<file path="src/rtl/irqd_pkg.sv">
package irqd_pkg;
  localparam int ID_W = 10;
  localparam logic [ID_W-1:0] ID_NONE = 10'd1023;
  localparam int SGI_TOP = 15;
  localparam int PPI_TOP = 31;
  localparam logic [7:0] PPI_ROUTE = 8'h01;
  localparam logic [7:0] SPI_ROUTE_RST = 8'h01;

  // register regions, in address order
  localparam int RG_CTRL = 0;
  localparam int RG_ENS = 1;
  localparam int RG_ENC = 2;
  localparam int RG_PNS = 3;
  localparam int RG_PNC = 4;
  localparam int RG_ACS = 5;
  localparam int RG_ACC = 6;
  localparam int RG_PRI = 7;
  localparam int RG_TGT = 8;
  localparam int RG_TRG = 9;
  localparam int RG_SGM = 10;

  typedef enum logic [1:0] {CLS_SGI, CLS_PPI, CLS_SPI} id_class_e;

  function automatic id_class_e class_of(int id);
    if (id <= SGI_TOP) return CLS_SGI;
    if (id <= PPI_TOP) return CLS_PPI;
    return CLS_SPI;
  endfunction

  // trigger code: bit1 = edge, bit0 = level flavour bit
  function automatic logic [1:0] trig_code(int id, logic edge_sel);
    case (class_of(id))
      CLS_SGI: return 2'b10;
      CLS_PPI: return 2'b01;
      default: return {edge_sel, 1'b1};
    endcase
  endfunction

  // first word of a register region for a distributor with n IDs
  function automatic int base_of(int rg, int n);
    int nw;
    nw = n / 32;
    case (rg)
      RG_CTRL: return 0;
      RG_ENS:  return 1;
      RG_ENC:  return 1 + nw;
      RG_PNS:  return 1 + 2 * nw;
      RG_PNC:  return 1 + 3 * nw;
      RG_ACS:  return 1 + 4 * nw;
      RG_ACC:  return 1 + 5 * nw;
      RG_PRI:  return 1 + 6 * nw;
      RG_TGT:  return 1 + 6 * nw + n / 4;
      RG_TRG:  return 1 + 6 * nw + n / 2;
      default: return 1 + 6 * nw + n / 2 + n / 16;
    endcase
  endfunction

  function automatic logic [7:0] prio_byte(logic [7:0] stored, int bits);
    return 8'(stored << (8 - bits));
  endfunction
endpackage

</file>
<file path="src/rtl/irqd_cfg.sv">
module irqd_cfg
  import irqd_pkg::*;
#(
  parameter int NUM_IDS   = 64,
  parameter int NUM_CPUS  = 2,
  parameter int PRIO_BITS = 4,
  parameter int ADDR_W    = 6
) (
  input  logic clk,
  input  logic rst_n,
  input  logic wr_en,
  input  logic [ADDR_W-1:0] addr,
  input  logic [31:0] wdata,
  input  logic [SGI_TOP:0] sgi_set_i,
  output logic glob_en_o,
  output logic [NUM_IDS-1:0] edge_o,
  output logic [NUM_IDS-1:0][PRIO_BITS-1:0] prio_o,
  output logic [NUM_IDS-1:0][NUM_CPUS-1:0] route_o,
  output logic [31:0] rdata_o
);
  localparam int A_CTRL = base_of(RG_CTRL, NUM_IDS);
  localparam int A_PRI  = base_of(RG_PRI, NUM_IDS);
  localparam int A_TGT  = base_of(RG_TGT, NUM_IDS);
  localparam int A_TRG  = base_of(RG_TRG, NUM_IDS);
  localparam int A_SGM  = base_of(RG_SGM, NUM_IDS);
  localparam int LOW_LSB = 8 - PRIO_BITS;

  logic en_q;
  logic [7:0] sgm_q;
  logic [NUM_IDS-1:0][PRIO_BITS-1:0] prio_q;
  logic [NUM_IDS-1:PPI_TOP+1][7:0] tgt_q;
  logic [NUM_IDS-1:PPI_TOP+1] trg_hi_q;
  logic [SGI_TOP:0][7:0] route_q;
  logic [NUM_IDS-1:0][1:0] trg_w;
  logic [NUM_IDS-1:0][7:0] tgt_w;

  always_ff @(posedge clk) begin
    if (!rst_n) begin
      en_q     <= 1'b0;
      sgm_q    <= '0;
      prio_q   <= '0;
      tgt_q    <= {(NUM_IDS-PPI_TOP-1){SPI_ROUTE_RST}};
      trg_hi_q <= '0;
      route_q  <= '0;
    end else begin
      for (int s = 0; s <= SGI_TOP; s++)
        if (sgi_set_i[s]) route_q[s] <= sgm_q;
      if (wr_en) begin
        if (addr == ADDR_W'(A_CTRL)) en_q <= wdata[0];
        if (addr == ADDR_W'(A_SGM)) sgm_q <= wdata[7:0];
        for (int i = 0; i < NUM_IDS; i++)
          if (addr == ADDR_W'(A_PRI + i / 4))
            prio_q[i] <= wdata[8*(i%4)+LOW_LSB +: PRIO_BITS];
        for (int i = PPI_TOP + 1; i < NUM_IDS; i++) begin
          if (addr == ADDR_W'(A_TGT + i / 4)) tgt_q[i] <= wdata[8*(i%4) +: 8];
          if (addr == ADDR_W'(A_TRG + i / 16)) trg_hi_q[i] <= wdata[2*(i%16)+1];
        end
      end
    end
  end

  for (genvar g = 0; g < NUM_IDS; g++) begin : g_id
    if (g <= SGI_TOP) begin : g_sgi
      assign trg_w[g] = trig_code(g, 1'b0);
      assign tgt_w[g] = route_q[g];
    end else if (g <= PPI_TOP) begin : g_ppi
      assign trg_w[g] = trig_code(g, 1'b0);
      assign tgt_w[g] = PPI_ROUTE;
    end else begin : g_spi
      assign trg_w[g] = trig_code(g, trg_hi_q[g]);
      assign tgt_w[g] = tgt_q[g];
    end
    assign edge_o[g]  = trg_w[g][1];
    assign route_o[g] = tgt_w[g][NUM_CPUS-1:0];
  end

  assign glob_en_o = en_q;
  assign prio_o    = prio_q;

  always_comb begin
    rdata_o = '0;
    if (addr == ADDR_W'(A_CTRL)) rdata_o[0] = en_q;
    if (addr == ADDR_W'(A_SGM)) rdata_o[7:0] = sgm_q;
    for (int i = 0; i < NUM_IDS; i++) begin
      if (addr == ADDR_W'(A_PRI + i / 4))
        rdata_o[8*(i%4) +: 8] = prio_byte(8'(prio_q[i]), PRIO_BITS);
      if (addr == ADDR_W'(A_TGT + i / 4)) rdata_o[8*(i%4) +: 8] = tgt_w[i];
      if (addr == ADDR_W'(A_TRG + i / 16)) rdata_o[2*(i%16) +: 2] = trg_w[i];
    end
  end
endmodule

</file>
<file path="src/rtl/irqd_state.sv">
module irqd_state
  import irqd_pkg::*;
#(
  parameter int NUM_IDS = 64,
  parameter int ADDR_W  = 6
) (
  input  logic clk,
  input  logic rst_n,
  input  logic wr_en,
  input  logic [ADDR_W-1:0] addr,
  input  logic [31:0] wdata,
  input  logic [NUM_IDS-1:0] src_i,
  input  logic [NUM_IDS-1:0] edge_i,
  input  logic [NUM_IDS-1:0] ack_set_i,
  input  logic [NUM_IDS-1:0] deact_clr_i,
  output logic [NUM_IDS-1:0] en_o,
  output logic [NUM_IDS-1:0] pend_o,
  output logic [NUM_IDS-1:0] act_o,
  output logic [SGI_TOP:0] sgi_set_o,
  output logic [31:0] rdata_o
);
  localparam int NW    = NUM_IDS / 32;
  localparam int A_ENS = base_of(RG_ENS, NUM_IDS);
  localparam int A_ENC = base_of(RG_ENC, NUM_IDS);
  localparam int A_PNS = base_of(RG_PNS, NUM_IDS);
  localparam int A_PNC = base_of(RG_PNC, NUM_IDS);
  localparam int A_ACS = base_of(RG_ACS, NUM_IDS);
  localparam int A_ACC = base_of(RG_ACC, NUM_IDS);
  localparam logic [NUM_IDS-1:0] SRC_USE = {{(NUM_IDS-SGI_TOP-1){1'b1}}, {(SGI_TOP+1){1'b0}}};

  logic [NUM_IDS-1:0] ens, enc, pns, pnc, acs, acc;
  logic [NUM_IDS-1:0] en_q, latch_q, act_q, src_q, src_u, rise;
  logic [NUM_IDS-1:0] act_up, act_dn, latch_clr, latch_keep;

  always_comb begin
    {ens, enc, pns, pnc, acs, acc} = '0;
    for (int w = 0; w < NW; w++) begin
      if (wr_en && addr == ADDR_W'(A_ENS + w)) ens[w*32 +: 32] = wdata;
      if (wr_en && addr == ADDR_W'(A_ENC + w)) enc[w*32 +: 32] = wdata;
      if (wr_en && addr == ADDR_W'(A_PNS + w)) pns[w*32 +: 32] = wdata;
      if (wr_en && addr == ADDR_W'(A_PNC + w)) pnc[w*32 +: 32] = wdata;
      if (wr_en && addr == ADDR_W'(A_ACS + w)) acs[w*32 +: 32] = wdata;
      if (wr_en && addr == ADDR_W'(A_ACC + w)) acc[w*32 +: 32] = wdata;
    end
  end

  assign src_u      = src_i & SRC_USE;
  assign rise       = src_u & ~src_q & edge_i;
  assign act_up     = acs | ack_set_i;
  assign act_dn     = acc | deact_clr_i;
  assign latch_clr  = pnc & ~pns & ~rise;
  assign latch_keep = latch_q & edge_i & ~pnc & ~ack_set_i;

  always_ff @(posedge clk) begin
    if (!rst_n) begin
      en_q    <= '0;
      latch_q <= '0;
      act_q   <= '0;
      src_q   <= '0;
    end else begin
      src_q   <= src_u;
      en_q    <= (en_q | ens) & ~enc;
      latch_q <= (latch_q & ~pnc & ~ack_set_i) | pns | rise;
      act_q   <= (act_q | act_up) & ~act_dn;
    end
  end

  assign en_o      = en_q;
  assign pend_o    = latch_q | (src_u & ~edge_i);
  assign act_o     = act_q;
  assign sgi_set_o = pns[SGI_TOP:0];

  always_comb begin
    rdata_o = '0;
    for (int w = 0; w < NW; w++) begin
      if (addr == ADDR_W'(A_ENS + w) || addr == ADDR_W'(A_ENC + w)) rdata_o = en_q[w*32 +: 32];
      if (addr == ADDR_W'(A_PNS + w) || addr == ADDR_W'(A_PNC + w)) rdata_o = pend_o[w*32 +: 32];
      if (addr == ADDR_W'(A_ACS + w) || addr == ADDR_W'(A_ACC + w)) rdata_o = act_q[w*32 +: 32];
    end
  end

  AST_ACTIVE_SET: assert property (@(posedge clk) disable iff (!rst_n)
    |(act_up & ~act_dn) |=> ((act_q & $past(act_up & ~act_dn)) == $past(act_up & ~act_dn)));
  AST_PEND_CLEAR: assert property (@(posedge clk) disable iff (!rst_n)
    |latch_clr |=> ((latch_q & $past(latch_clr)) == '0));
  AST_EDGE_HOLD: assert property (@(posedge clk) disable iff (!rst_n)
    |latch_keep |=> ((latch_q & $past(latch_keep)) == $past(latch_keep)));
endmodule

</file>
<file path="src/rtl/irqd_arb.sv">
module irqd_arb
  import irqd_pkg::*;
#(
  parameter int NUM_IDS   = 64,
  parameter int PRIO_BITS = 4
) (
  input  logic clk,
  input  logic rst_n,
  input  logic [NUM_IDS-1:0] cand_i,
  input  logic [NUM_IDS-1:0][PRIO_BITS-1:0] prio_i,
  output logic fwd_valid_o,
  output logic [ID_W-1:0] fwd_id_o,
  output logic [7:0] fwd_prio_o
);
  logic win_v;
  logic [ID_W-1:0] win_id;
  logic [PRIO_BITS-1:0] win_p;

  // ascending scan with strict compare: ties keep the lower ID
  always_comb begin
    win_v  = 1'b0;
    win_id = ID_NONE;
    win_p  = '1;
    for (int i = 0; i < NUM_IDS; i++)
      if (cand_i[i] && (!win_v || prio_i[i] < win_p)) begin
        win_v  = 1'b1;
        win_id = ID_W'(i);
        win_p  = prio_i[i];
      end
  end

  always_ff @(posedge clk) begin
    if (!rst_n) begin
      fwd_valid_o <= 1'b0;
      fwd_id_o    <= ID_NONE;
      fwd_prio_o  <= 8'hFF;
    end else begin
      fwd_valid_o <= win_v;
      fwd_id_o    <= win_v ? win_id : ID_NONE;
      fwd_prio_o  <= win_v ? prio_byte(8'(win_p), PRIO_BITS) : 8'hFF;
    end
  end

  AST_NO_RESERVED_ID: assert property (@(posedge clk) disable iff (!rst_n)
    fwd_valid_o |-> (fwd_id_o < ID_W'(NUM_IDS)));
  AST_IDLE_CODE: assert property (@(posedge clk) disable iff (!rst_n)
    !fwd_valid_o |-> (fwd_id_o == ID_NONE && fwd_prio_o == 8'hFF));
endmodule

</file>
<file path="src/rtl/irq_distributor.sv">
module irq_distributor
  import irqd_pkg::*;
#(
  parameter int NUM_IDS   = 64,
  parameter int NUM_CPUS  = 2,
  parameter int PRIO_BITS = 4,
  parameter int ADDR_W    = 6
) (
  input  logic clk,
  input  logic rst_n,
  input  logic [NUM_IDS-1:0] irq_src,
  input  logic reg_wr,
  input  logic [ADDR_W-1:0] reg_addr,
  input  logic [31:0] reg_wdata,
  output logic [31:0] reg_rdata,
  output logic [NUM_CPUS-1:0] cpu_fwd_valid,
  output logic [NUM_CPUS-1:0][ID_W-1:0] cpu_fwd_id,
  output logic [NUM_CPUS-1:0][7:0] cpu_fwd_prio,
  input  logic [NUM_CPUS-1:0] cpu_ack,
  input  logic [NUM_CPUS-1:0] cpu_deact,
  input  logic [NUM_CPUS-1:0][ID_W-1:0] cpu_deact_id
);
  logic glob_en;
  logic [NUM_IDS-1:0] edge_m, en, pend, act, ack_set, deact_clr;
  logic [NUM_IDS-1:0][PRIO_BITS-1:0] prio;
  logic [NUM_IDS-1:0][NUM_CPUS-1:0] route;
  logic [SGI_TOP:0] sgi_set;
  logic [31:0] cfg_rd, st_rd;

  irqd_cfg #(.NUM_IDS(NUM_IDS), .NUM_CPUS(NUM_CPUS), .PRIO_BITS(PRIO_BITS), .ADDR_W(ADDR_W)) u_cfg (
    .clk(clk), .rst_n(rst_n), .wr_en(reg_wr), .addr(reg_addr), .wdata(reg_wdata),
    .sgi_set_i(sgi_set), .glob_en_o(glob_en), .edge_o(edge_m), .prio_o(prio),
    .route_o(route), .rdata_o(cfg_rd));

  irqd_state #(.NUM_IDS(NUM_IDS), .ADDR_W(ADDR_W)) u_state (
    .clk(clk), .rst_n(rst_n), .wr_en(reg_wr), .addr(reg_addr), .wdata(reg_wdata),
    .src_i(irq_src), .edge_i(edge_m), .ack_set_i(ack_set), .deact_clr_i(deact_clr),
    .en_o(en), .pend_o(pend), .act_o(act), .sgi_set_o(sgi_set), .rdata_o(st_rd));

  assign reg_rdata = cfg_rd | st_rd;

  always_comb begin
    ack_set   = '0;
    deact_clr = '0;
    for (int c = 0; c < NUM_CPUS; c++)
      for (int i = 0; i < NUM_IDS; i++) begin
        if (cpu_ack[c] && cpu_fwd_valid[c] && cpu_fwd_id[c] == ID_W'(i)) ack_set[i] = 1'b1;
        if (cpu_deact[c] && cpu_deact_id[c] == ID_W'(i)) deact_clr[i] = 1'b1;
      end
  end

  for (genvar c = 0; c < NUM_CPUS; c++) begin : g_cpu
    logic [NUM_IDS-1:0] cand;
    always_comb
      for (int i = 0; i < NUM_IDS; i++)
        cand[i] = glob_en & en[i] & pend[i] & ~act[i] & route[i][c];

    irqd_arb #(.NUM_IDS(NUM_IDS), .PRIO_BITS(PRIO_BITS)) u_arb (
      .clk(clk), .rst_n(rst_n), .cand_i(cand), .prio_i(prio),
      .fwd_valid_o(cpu_fwd_valid[c]), .fwd_id_o(cpu_fwd_id[c]), .fwd_prio_o(cpu_fwd_prio[c]));
  end

  AST_GLOBAL_GATE: assert property (@(posedge clk) disable iff (!rst_n)
    !glob_en |=> (cpu_fwd_valid == '0));
endmodule

</file>
<file path="config.mk">
export PLATFORM = sky130hd
export DESIGN_NAME = irq_distributor
export DESIGN_NICKNAME = d
export VERILOG_FILES = /design/src/rtl/irqd_pkg.sv /design/src/rtl/irqd_cfg.sv /design/src/rtl/irqd_state.sv /design/src/rtl/irqd_arb.sv /design/src/rtl/irq_distributor.sv
export SDC_FILE = /design/constraint.sdc
export NUM_CORES = 2
export LEC_CHECK = 0
export BUFFER_PORTS_ARGS = -buffer_cell sky130_fd_sc_hd__buf_4
export CAP_MARGIN = 20
export CORE_ASPECT_RATIO = 0.75
export CORE_UTILIZATION = 45
export CTS_BUF_LIST = sky130_fd_sc_hd__clkbuf_4 sky130_fd_sc_hd__clkbuf_8
export DETAILED_ROUTE_END_ITERATION = 10
export GPL_TIMING_DRIVEN = 1
export SYNTH_ARGS = -nofsm -noshare
export SYNTH_HDL_FRONTEND = slang
export SYNTH_SLANG_ARGS = --single-unit
</file>
<file path="constraint.sdc">
create_clock -name clk -period 125.7 [get_ports clk]
set_clock_uncertainty 0.2 [all_clocks]
set_input_delay 25.14 -clock clk [delete_from_list [all_inputs] [get_ports clk]]
set_output_delay 25.14 -clock clk [all_outputs]
set_load 0.01 [all_outputs]
</file>
==> flow_summary_export.csv <==
group,metric,value,unit
run_status,run_status,"complete, no violations",
die,core_area,145000,sq um
route,post_drt_wl_per_cell,30.4,microns
cts,clockBufferDepth,3,
sta,tns,0,ns
cts,numClockSinks,931,
run,max_cap_viol_count,0,
sta,fmax,9.86,MHz
worst_hold_path,whs_path_depth,2,
placed_design,portBuffers,182,
finish,syn_to_final_growth,9.47,%
cts,post_cts_buffers,0,
critical_path,cp-start-kind,"flip-flop",
cts,h-tree-depth,4,
placed_design,place.gp.congestion,1.03,
finish,drive_gt1_frac,0.0979,
die,die_h,334,microns
sta,hold_viol,0,
pwr,powerDensity,9.18,nW/um^2
die,die_x,445,microns
pwr,peakVddDrop,0.00889,mV
sta,max_slew.worst_pin.slew,1.31,ns
die,core.rowCount,121,
critical_path,worstSetupPathType,"reg2reg",
placed_design,dpl-instance-area,68600,sq um
finish,final_common_cell,"nand2_1",
worst_hold_path,hold_path_class,"reg2reg",
critical_path,cp.arrival,102.03,ns
cts,root_buffer,"clkbuf_8",
critical_path,critPathMostFrequentCell,"ha_1",
grt,grtUsageTotal,0.439,
sta,fin_crit,101.44,ns
route,drc,0,
sta,relSlewSlack,0.125,
logic_synthesis,synthArstFlopShare,0,
critical_path,cp-startpoint,"u_cfg.glob_en_o$_SDFFE_PN0P_",
die,start_util,0.455,
critical_path,r2r-end,"g_cpu[0].u_arb.fwd_prio_o[7]$_SDFF_PN1_",
cts,clk_pin_slew_worst_paths,0.06,ns
critical_path,reg2reg_setup_slack,24.26,ns
sta,slew_viol_final,0,
die,die-area,149000,sq um
route,dr.pass1.iters,7,
finish,multi_input_area,44000,sq um
logic_synthesis,syn_area_per_cell,7.13,sq um
finish,regArea,18600,sq um
route,ant_nets,0,
critical_path,cp_slowest_stage_delay,0.75,ns
grt,grt_pass1_vias,65900,
critical_path,reg2reg_depth,450,
critical_path,path_max_fanout,17,
cts,post_cts_resized,0,
pwr,leakagePower,27.2,nW
logic_synthesis,yosysUniqueCellTypes,134,
finish,nets,9455,
logic_synthesis,netlist_area,66100,sq um
critical_path,cp.required,126.29,ns
route,viasPerCell,6.69,
critical_path,end_kind,"flip-flop",
cts,cts_buffers,169,
critical_path,cpMaxStageDelayCell,"nor3_2",
finish,fin_area,72400,sq um
cts,clk_latency,0.97,ns
worst_hold_path,hp-start,"u_cfg.route_q[38]$_SDFFE_PN0P_",
finish,layout.cells.most_common_list,"nand2_1, dfxtp_1, a21boi_0",
grt,antenna_found_initial,25,
sta,fin_crit_sh,0.807,
cts,cts_tree,"done",
logic_synthesis,synth-main-ff-cell,"dfxtp_1",
die,ios,199,
grt,grt_pass1_wl,479,mm
critical_path,timing.rr.start,"u_cfg.glob_en_o$_SDFFE_PN0P_",
route,vias,75100,
placed_design,hpwl,245,mm
logic_synthesis,synth_edf_count,0,
logic_synthesis,synth_nets,9611,
finish,nFillCells,14500,
logic_synthesis,ys_seq_area_frac,0.282,
sta,rsz0062_at_grt,"false",
grt,grt_max_degree,161,
logic_synthesis,syn_inst,9273,
sta,report.final.setup_viol,0,
route,drt_iter0_drc,12100,
grt,grt_overflow,0,
worst_hold_path,hold_end,"u_cfg.route_q[38]$_SDFFE_PN0P_",
logic_synthesis,yosys_warnings,0,
logic_synthesis,synth_seq_cells,931,
cts,cts_hold_buf,0,
route,wl,341,mm
final cells by class:
type,instances,area share
Multi-Input combinational cell,7362,0.607
Sequential cell,931,0.257
Clock buffer,267,0.0460
Tap cell,1968,0.0340
Timing Repair Buffer,308,0.0328
Inverter,345,0.0179
Clock inverter,31,0.00378
Antenna cell,19,0.000657
Yosys cell counts (all sizes together) (73+ instances only):
cell type | count | area [sq um]
a211oi | 134 | 1070
a21boi | 683 | 5130
a21o | 84 | 631
a21oi | 468 | 2390
a221oi | 88 | 790
a22oi | 160 | 1210
and2 | 152 | 951
buf | 78 | 417
clkbuf | 557 | 2090
dfxtp | 931 | 18600
ha | 209 | 2620
inv | 342 | 1280
mux2 | 89 | 1020
mux2i | 122 | 1230
nand2 | 2224 | 8350
nand3 | 346 | 1740
nand4 | 73 | 457
nor2 | 568 | 2140
nor3 | 185 | 941
o211ai | 121 | 933
o21a | 80 | 601
o21ai | 394 | 2000
o22ai | 138 | 863
state kept, by name, indices dropped and copies added (netlist names):
signal and count:
u_cfg.tgt_q 192, g_cpu.u_arb.fwd_valid_o 2, u_cfg.prio_o 256, u_state.src_q 32
u_cfg.trg_hi_q 32, u_cfg.route_o 96, u_state.latch_q 64, u_state.act_o 64
g_cpu.u_arb.fwd_prio_o 10, u_cfg.glob_en_o 1, u_cfg.sgm_q 8, u_state.en_o 64
g_cpu.u_arb.fwd_id_o 14, u_cfg.route_q 96
metrics by stage:
stage | hold WS [ns] | cells | total power, W | utilization | setup WS, ns
global route | 0.279 | 11200 | 0.000675 | 0.497 | 16.29
floorplan | 0.240 | 9273 | 0.000325 | - | 37.73
CTS | 0.264 | 11200 | 0.000660 | 0.497 | 26.12
global placement | 0.249 | 10900 | 0.000347 | 0.472 | 28.12
detailed placement | 0.256 | 10900 | 0.000348 | 0.472 | 26.62
finish | 0.263 | 11200 | 0.000665 | 0.498 | 24.26
cells by family after synthesis:
family,synth area share
muxes,0.0340
adders and majority gates,0.0452
xor gates and xnor gates,0.00331
AOI/OAI and AO/OA,0.317
and+or+nand+nor,0.262
buffers and inverters,0.0575
DFF,0.282
per-layer routing:
| metal | vias up | global-route usage | routed length (microns) |
|---|---|---|---|
| li1 | 32900 | - | - |
| met1 | 35700 | 0.598 | 138000 |
| met2 | 5493 | 0.579 | 129000 |
| met3 | 998 | 0.182 | 54700 |
| met4 | 22 | 0.230 | 19900 |
| met5 | - | 0 | 170 |
critical path, delay by kind of cell (launching register included):
kind | cells | cell delay, ns
AND/OR/NAND/NOR | 151 | 28.06
buffers and inverters | 28 | 2.33
AO/OA/AOI/OAI | 177 | 42.02
multiplexers | 31 | 9.16
flip-flops | 1 | 0.72
adder cells (fa/ha/maj) | 63 | 18.61
worst max path at each step:
stage | endpoint | slack [ns] | cells after the start
2_1_floorplan | g_cpu[0].u_arb.fwd_prio_o[7]$_SDFF_PN1_ | 37.73 | 342
3_3_place_gp | g_cpu[0].u_arb.fwd_prio_o[7]$_SDFF_PN1_ | 28.12 | 450
3_5_place_dp | g_cpu[0].u_arb.fwd_prio_o[7]$_SDFF_PN1_ | 26.62 | 450
4_1_cts | g_cpu[0].u_arb.fwd_prio_o[7]$_SDFF_PN1_ | 26.12 | 450
5_1_grt | g_cpu[0].u_arb.fwd_prio_o[7]$_SDFF_PN1_ | 16.29 | 453
6_report | g_cpu[0].u_arb.fwd_prio_o[7]$_SDFF_PN1_ | 24.26 | 450
power by group:
part	internal, W	total (W)	switching, W
clock	0.000171	0.000320	0.000149
sequential	0.000297	0.000299	0.00000204
combinational	0.0000115	0.0000461	0.0000345
No activity file was read; power rests on OpenSTA's default activity.
